<file path="src/rtl/sgw_pkg.sv">
package sgw_pkg;
  localparam int BYTES_W = 35;

  localparam int FLAG_UDMA  = 4;
  localparam int FLAG_WRITE = 5;
  localparam int FLAG_LAST  = 7;
  localparam int MODE_LSB   = 8;
  localparam int BURST_LSB  = 12;

  localparam logic [1:0] ERR_NONE     = 2'd0;
  localparam logic [1:0] ERR_ZERO_LEN = 2'd1;
  localparam logic [1:0] ERR_CHAIN    = 2'd2;
  localparam logic [1:0] ERR_MOVER    = 2'd3;

  typedef enum logic [1:0] {ST_IDLE, ST_FETCH, ST_CHECK, ST_MOVE} sgw_state_e;

  typedef struct packed {
    logic [31:0] link;
    logic [31:0] flags;
    logic [31:0] qwords;
    logic [31:0] buf_addr;
  } sgw_desc_t;

  // quadword count to byte count
  function automatic logic [BYTES_W-1:0] qwords_to_bytes(input logic [31:0] q);
    return {q, 3'b000};
  endfunction
endpackage

</file>
<file path="src/rtl/sgw_fetch.sv">
module sgw_fetch
  import sgw_pkg::*;
#(
  parameter int ADDR_W = 32
) (
  input  logic              clk,
  input  logic              rst_n,
  input  logic              load,
  input  logic [ADDR_W-1:0] load_addr,
  input  logic              en,
  input  logic              rd_ready,
  input  logic [31:0]       rd_data,
  output logic              rd_req,
  output logic [ADDR_W-1:0] rd_addr,
  output sgw_desc_t         desc,
  output logic              got_all
);
  localparam int WORDS = 4;
  localparam int WSEL_W = $clog2(WORDS);

  logic [ADDR_W-1:0] base_q;
  logic [WSEL_W-1:0] wsel_q;
  logic [31:0]       word_q [WORDS];
  logic              take;

  assign take    = en && rd_ready;
  assign rd_req  = en;
  assign rd_addr = base_q + ADDR_W'({wsel_q, 2'b00});
  assign got_all = take && (wsel_q == WSEL_W'(WORDS - 1));

  always_ff @(posedge clk) begin
    if (!rst_n) begin
      base_q <= '0;
      wsel_q <= '0;
    end else if (load) begin
      base_q <= load_addr;
      wsel_q <= '0;
    end else if (take) begin
      wsel_q <= wsel_q + 1'b1;
    end
  end

  for (genvar k = 0; k < WORDS; k++) begin : g_word
    always_ff @(posedge clk) begin
      if (!rst_n) word_q[k] <= '0;
      else if (take && wsel_q == WSEL_W'(k)) word_q[k] <= rd_data;
    end
  end

  assign desc.buf_addr = word_q[0];
  assign desc.qwords   = word_q[1];
  assign desc.flags    = word_q[2];
  assign desc.link     = word_q[3];
endmodule

</file>
<file path="src/rtl/sgw_decode.sv">
module sgw_decode
  import sgw_pkg::*;
#(
  parameter int ADDR_W = 32
) (
  input  sgw_desc_t          desc,
  output logic [ADDR_W-1:0]  buf_addr,
  output logic [BYTES_W-1:0] bytes,
  output logic               is_write,
  output logic               is_udma,
  output logic [3:0]         mode,
  output logic [3:0]         burst,
  output logic               is_last,
  output logic               len_zero,
  output logic               next_zero,
  output logic [ADDR_W-1:0]  next_addr
);
  logic unused_flag_bits;

  assign buf_addr  = desc.buf_addr[ADDR_W-1:0];
  assign bytes     = qwords_to_bytes(desc.qwords);
  assign len_zero  = (desc.qwords == '0);
  assign is_udma   = desc.flags[FLAG_UDMA];
  assign is_write  = desc.flags[FLAG_WRITE];
  assign is_last   = desc.flags[FLAG_LAST];
  assign mode      = desc.flags[MODE_LSB +: 4];
  assign burst     = desc.flags[BURST_LSB +: 4];
  assign next_addr = desc.link[ADDR_W-1:0];
  assign next_zero = (desc.link == '0);

  assign unused_flag_bits = ^{desc.flags[31:16], desc.flags[6], desc.flags[3:0]};
endmodule

</file>
<file path="src/rtl/sgw_ctrl.sv">
module sgw_ctrl
  import sgw_pkg::*;
#(
  parameter int ADDR_W = 32,
  parameter int IDX_W  = 8
) (
  input  logic              clk,
  input  logic              rst_n,
  input  logic              start,
  input  logic [ADDR_W-1:0] head_addr,
  input  logic              got_all,
  input  logic              len_zero,
  input  logic              is_last,
  input  logic              next_zero,
  input  logic [ADDR_W-1:0] next_addr,
  input  logic              xfer_done,
  input  logic              xfer_err,
  output logic              fetch_en,
  output logic              load,
  output logic [ADDR_W-1:0] load_addr,
  output logic              advance,
  output logic              xfer_req,
  output logic              busy,
  output logic              done,
  output logic              fail,
  output logic [1:0]        err_code,
  output logic [IDX_W-1:0]  err_index
);
  sgw_state_e st_q, st_nx;
  logic       ok_done;

  assign ok_done   = (st_q == ST_MOVE) && xfer_done && !xfer_err;
  assign advance   = ok_done && !is_last && !next_zero;
  assign load      = ((st_q == ST_IDLE) && start) || advance;
  assign load_addr = (st_q == ST_IDLE) ? head_addr : next_addr;
  assign fetch_en  = (st_q == ST_FETCH);
  assign xfer_req  = (st_q == ST_MOVE);
  assign busy      = (st_q != ST_IDLE);

  always_comb begin
    st_nx = st_q;
    unique case (st_q)
      ST_IDLE:  if (start) st_nx = ST_FETCH;
      ST_FETCH: if (got_all) st_nx = ST_CHECK;
      ST_CHECK: st_nx = len_zero ? ST_IDLE : ST_MOVE;
      ST_MOVE: begin
        if (xfer_err) st_nx = ST_IDLE;
        else if (xfer_done) st_nx = (is_last || next_zero) ? ST_IDLE : ST_FETCH;
      end
      default: st_nx = ST_IDLE;
    endcase
  end

  always_ff @(posedge clk) begin
    if (!rst_n) begin
      st_q      <= ST_IDLE;
      done      <= 1'b0;
      fail      <= 1'b0;
      err_code  <= ERR_NONE;
      err_index <= '0;
    end else begin
      st_q <= st_nx;
      done <= 1'b0;
      fail <= 1'b0;
      unique case (st_q)
        ST_IDLE: if (start) begin
          err_code  <= ERR_NONE;
          err_index <= '0;
        end
        ST_CHECK: if (len_zero) begin
          fail     <= 1'b1;
          err_code <= ERR_ZERO_LEN;
        end
        ST_MOVE: begin
          if (xfer_err) begin
            fail     <= 1'b1;
            err_code <= ERR_MOVER;
          end else if (xfer_done) begin
            if (is_last) done <= 1'b1;
            else if (next_zero) begin
              fail     <= 1'b1;
              err_code <= ERR_CHAIN;
            end else err_index <= err_index + 1'b1;
          end
        end
        default: ;
      endcase
    end
  end
endmodule

</file>
<file path="src/rtl/sg_chain_walker.sv">
module sg_chain_walker
  import sgw_pkg::*;
#(
  parameter int ADDR_W = 32,
  parameter int IDX_W  = 8
) (
  input  logic               clk,
  input  logic               rst_n,
  input  logic               start,
  input  logic [ADDR_W-1:0]  head_addr,
  output logic               rd_req,
  output logic [ADDR_W-1:0]  rd_addr,
  input  logic               rd_ready,
  input  logic [31:0]        rd_data,
  output logic               xfer_req,
  output logic [ADDR_W-1:0]  xfer_addr,
  output logic [BYTES_W-1:0] xfer_bytes,
  output logic               xfer_write,
  output logic               xfer_udma,
  output logic [3:0]         xfer_mode,
  output logic [3:0]         xfer_burst,
  input  logic               xfer_done,
  input  logic               xfer_err,
  output logic               busy,
  output logic               done,
  output logic               fail,
  output logic [1:0]         err_code,
  output logic [IDX_W-1:0]   err_index
);
  // named internal events, visible to the bound checker
  logic              fetch_en;
  logic              fetch_last;
  logic              step_load;
  logic              step_advance;
  logic [ADDR_W-1:0] step_addr;
  sgw_desc_t         desc;
  logic              dec_last;
  logic              dec_len_zero;
  logic              dec_next_zero;
  logic [ADDR_W-1:0] dec_next;

  sgw_fetch #(.ADDR_W(ADDR_W)) u_fetch (
    .clk       (clk),
    .rst_n     (rst_n),
    .load      (step_load),
    .load_addr (step_addr),
    .en        (fetch_en),
    .rd_ready  (rd_ready),
    .rd_data   (rd_data),
    .rd_req    (rd_req),
    .rd_addr   (rd_addr),
    .desc      (desc),
    .got_all   (fetch_last)
  );

  sgw_decode #(.ADDR_W(ADDR_W)) u_decode (
    .desc      (desc),
    .buf_addr  (xfer_addr),
    .bytes     (xfer_bytes),
    .is_write  (xfer_write),
    .is_udma   (xfer_udma),
    .mode      (xfer_mode),
    .burst     (xfer_burst),
    .is_last   (dec_last),
    .len_zero  (dec_len_zero),
    .next_zero (dec_next_zero),
    .next_addr (dec_next)
  );

  sgw_ctrl #(.ADDR_W(ADDR_W), .IDX_W(IDX_W)) u_ctrl (
    .clk       (clk),
    .rst_n     (rst_n),
    .start     (start),
    .head_addr (head_addr),
    .got_all   (fetch_last),
    .len_zero  (dec_len_zero),
    .is_last   (dec_last),
    .next_zero (dec_next_zero),
    .next_addr (dec_next),
    .xfer_done (xfer_done),
    .xfer_err  (xfer_err),
    .fetch_en  (fetch_en),
    .load      (step_load),
    .load_addr (step_addr),
    .advance   (step_advance),
    .xfer_req  (xfer_req),
    .busy      (busy),
    .done      (done),
    .fail      (fail),
    .err_code  (err_code),
    .err_index (err_index)
  );
endmodule

</file>
<file path="config.mk">
export PLATFORM = sky130hd
export DESIGN_NAME = sg_chain_walker
export DESIGN_NICKNAME = d
export VERILOG_FILES = /design/src/rtl/sgw_pkg.sv /design/src/rtl/sgw_fetch.sv /design/src/rtl/sgw_decode.sv /design/src/rtl/sgw_ctrl.sv /design/src/rtl/sg_chain_walker.sv
export SDC_FILE = /design/constraint.sdc
export NUM_CORES = 1
export LEC_CHECK = 0
export BUFFER_PORTS_ARGS = -buffer_cell sky130_fd_sc_hd__buf_2
export CORE_ASPECT_RATIO = 0.75
export CORE_MARGIN = 10
export CORE_UTILIZATION = 30
export CTS_BUF_LIST = sky130_fd_sc_hd__clkbuf_4 sky130_fd_sc_hd__clkbuf_8
export CTS_CLUSTER_SIZE = 20
export DETAILED_ROUTE_END_ITERATION = 16
export GPL_ROUTABILITY_DRIVEN = 0
export HOLD_SLACK_MARGIN = 0.12
export SYNTH_ARGS = -nofsm -noshare
export SYNTH_HDL_FRONTEND = slang
export SYNTH_SLANG_ARGS = --single-unit
</file>
<file path="constraint.sdc">
create_clock -name clk -period 2.4 [get_ports clk]
set_input_delay 0.24 -clock clk [delete_from_list [all_inputs] [get_ports clk]]
set_output_delay 0.24 -clock clk [all_outputs]
set_load 0.1 [all_outputs]
</file>
==> impl_metrics.csv <==
group,metric,value,unit
clocking,cts_tree,"yes",
final_layout,syn2layout_area_growth,48.3,%
timing,maxSlewViolCount,0,
status,violations,"negative setup slack",
pwr,seq_power_share,40.8,%
status,status,"finished with violations",
routing,ant_nets,0,
flow_run,maxCapViolations,0,
global_routing,antenna_found_initial,2,
floorplanning,num_io_pins,194,
pwr,clkPwrFrac,30.6,%
global_routing,grt_remaining_overflow,0,
global_routing,grt_pass1_wl,35800,um
yosys,ys_warn_count,0,
timing,setup_viol,16,
floorplanning,die_area,30400,um^2
clocking,cts_buffers,17,
pwr,internal-power,4.96,mW
clocking,ctsHtreeMaxLevel,4,
timing,fmax,387,MHz
pwr,switching_share,35.4,%
critical_path,crit_path_end_kind,"primary output",
critical_path,path_class,"register to primary output",
global_routing,grt_max_degree,41,
timing,min_period,2580,ps
timing,tns,-1560,ps
critical_path,cp.required,2160,ps
routing,drc,0,
pwr,leakage,4.49,nW
routing,via_count,5620,
yosys,synth_cell_types,52,
pwr,combPwrFrac,28.6,%
floorplanning,die_y,153,um
floorplanning,core-area,23200,um^2
pwr,ir_drop,347,uV
pwr,power_density,727,nW/um^2
timing,rsz0062_at_grt,"yes",
critical_path,path_buf_inv,1,
yosys,syn_inst,602,
timing,worst_slew_pin_slew,583,ps
routing,drt-total-wl,23600,um
routing,drt_iter0_drc,374,
critical_path,crit_chain,"and4_4, nand4_4, or4_4, nor3_4, xor2_4, buf_12",
yosys,syn_area_per_cell,11.8,um^2
timing,hold_violations,0,
routing,firstDrtPassIters,4,
critical_path,cp-start-kind,"register",
timing,finClkSkew,15.3,ps
clocking,clk_pin_slew,90,ps
yosys,netlist_area,7120,um^2
placement,port_buffers,190,
global_routing,grt_pass1_vias,5961,
timing,layout_setup_ws,-183,ps
routing,wire_per_inst,20.3,um
timing,slew_headroom,61.0,%
pwr,fin_total_pwr,7.68,mW
critical_path,cp_slowest_stage_delay,570,ps
routing,routed_via_density,4.83,
hold_path,min_path_type,"primary input to register",
final_layout,finalNetCount,928,
critical_path,path_delay_family,"simple AND/OR/NAND/NOR gates",
floorplanning,start_util,30.7,%
critical_path,cp.arrival,2340,ps
critical_path,critPathSlowestCell,"or4_4",
global_routing,grt.total_usage,15.4,%
yosys,ys_seq_area_share,58.6,%
clocking,clkLatencyLatePin,460,ps
yosys,synth_seq_cells,155,
clocking,cts_num_sinks,155,
final_layout,layout-drive-gt1-share,40.4,%
critical_path,crit_fanout,4,
pwr,switchingPower,2.72,mW
timing,finalCritPeriodShare,108,%
yosys,synthArstFlopShare,0,%
placement,dp_hpwl,17800,um
clocking,clock_path_buffers,2,
floorplanning,fp.dieW,198,um
clocking,root_buffer,"clkbuf_8",
yosys,synth_edf_count,107,
yosys,synth-main-ff-cell,"edfxtp_1",
floorplanning,rows,48,
[cells by family (layout without fill, tap and decap cells)]
logic type,Yosys count,count (layout),share of synthesized area [%]
AND/OR/NAND/NOR,262,262,22.1
adder cells (fa/ha/maj),8,8,1.51
multiplexers,31,31,4.37
buffers and inverters,52,310,3.20
other,1,5,0.0526
XOR/XNOR,29,29,3.57
flip-flops,155,155,58.6
AO/OA/AOI/OAI,64,64,6.57
[metal layers]
| layer | GRT usage, % | share of wire [%] | vias to the layer above |
|---|---|---|---|
| met3 | 5.92 | 8.6 | 24 |
| met2 | 21.2 | 42 | 194 |
| met1 | 21.4 | 48 | 2697 |
| met5 | 0 | 0 | - |
| li1 | - | - | 2705 |
| met4 | 5.30 | 2.0 | 0 |
[cell usage in the layout, fill, tap and decap left out, drive strengths merged, types with 29 or more instances in the layout]
cell,instances
mux2i,30
nand2,30
dlygate4sd3,29
edfxtp,107
buf,237
and2,114
dfxtp,48
o31ai,31
nand4,37
[per-stage QoR]
stage	util, %	instances	area, um^2	setup WS [ps]	hold WS (ps)
6_report	45.6	1164	10600	-183	142
5_1_grt	45.6	1164	10600	-299	126
4_1_cts	44.8	1156	10400	-238	121
3_5_place_dp	40.5	1087	9390	73.0	449
3_3_place_gp	40.5	1087	9390	157	441
2_1_floorplan	-	604	7540	-184	421
[cell type report]
type	instances	area [um^2]
well taps	300	375
clock buffers	18	241
multi-input cells	397	3400
inverters	11	41.3
flip-flops and latches	155	4190
repair buffers	268	2090
diodes	2	5.00
clock inverters	13	223
fillers	2134	12600
[power by group through the flow]
stage	sequential, mW	combinational [mW]	clock [mW]
floorplan	3.75	0.966	0
global placement	3.18	2.14	0
detailed placement	3.18	2.14	0
CTS	3.13	2.20	2.41
global route	3.15	2.29	2.51
finish	3.13	2.19	2.35
[flip-flops by register name, summed over array words and instances (netlist names)]
name              count
u_fetch.word_q      107
u_ctrl.err_index      8
u_ctrl.st_q           2
u_ctrl.done           1
u_ctrl.err_code       2
u_fetch.base_q       32
u_fetch.wsel_q        2
u_ctrl.fail           1
[what timing repair did]
| item | in CTS | in global routing |
|---|---|---|
| gates cloned | 0 | 0 |
| gates resized for setup | 41 | 27 |
| hold buffers | 29 | 0 |
| buffers inserted | 10 | 7 |
| endpoints found under the setup margin | 27 | 25 |
| pin swaps | 20 | 23 |
| endpoints found under the hold margin | 59 | 0 |
[Yosys cell counts (all sizes together) (2+ instances only)]
library cell / n / area [um^2]
a211oi: 3 / 22.5
a21oi: 6 / 30.0
a221oi: 4 / 35.0
and2: 114 / 713
and3: 11 / 73.8
and4: 4 / 37.5
buf: 16 / 92.6
clkbuf: 25 / 93.8
dfxtp: 48 / 961
edfxtp: 107 / 3210
ha: 7 / 87.6
inv: 10 / 37.5
mux2i: 30 / 300
nand2: 30 / 113
nand2b: 4 / 25.0
nand3: 16 / 97.6
nand4: 37 / 246
nor2: 16 / 60.1
nor2b: 4 / 25.0
nor3: 5 / 45.0
nor3b: 2 / 15.0
nor4: 17 / 106
o211ai: 2 / 20.0
o21ai: 4 / 20.0
o22ai: 5 / 31.3
o31ai: 31 / 233
or4: 2 / 18.8
xnor2: 20 / 175
xor2: 9 / 78.8
[path summary, 6_finish.rpt]
kind                          from               endpoint  slack, ps  cells after the start
max             u_fetch.base_q[16]            rd_addr[31]       -180                      6
min                    rd_data[13]  u_fetch.word_q[2][13]        140                      2
max reg2reg  u_fetch.word_q[3][24]         u_ctrl.st_q[0]        150                      6
min reg2reg    u_ctrl.err_index[7]    u_ctrl.err_index[7]        460                      1
[worst reg2reg max path: cells and delay by family, from the launching register on]
family,cells,cell delay (ps)
simple gates,4,1080
buf+inv,1,580
flops,1,400
compound gates,1,100
Power figures use the tool's default switching activity.
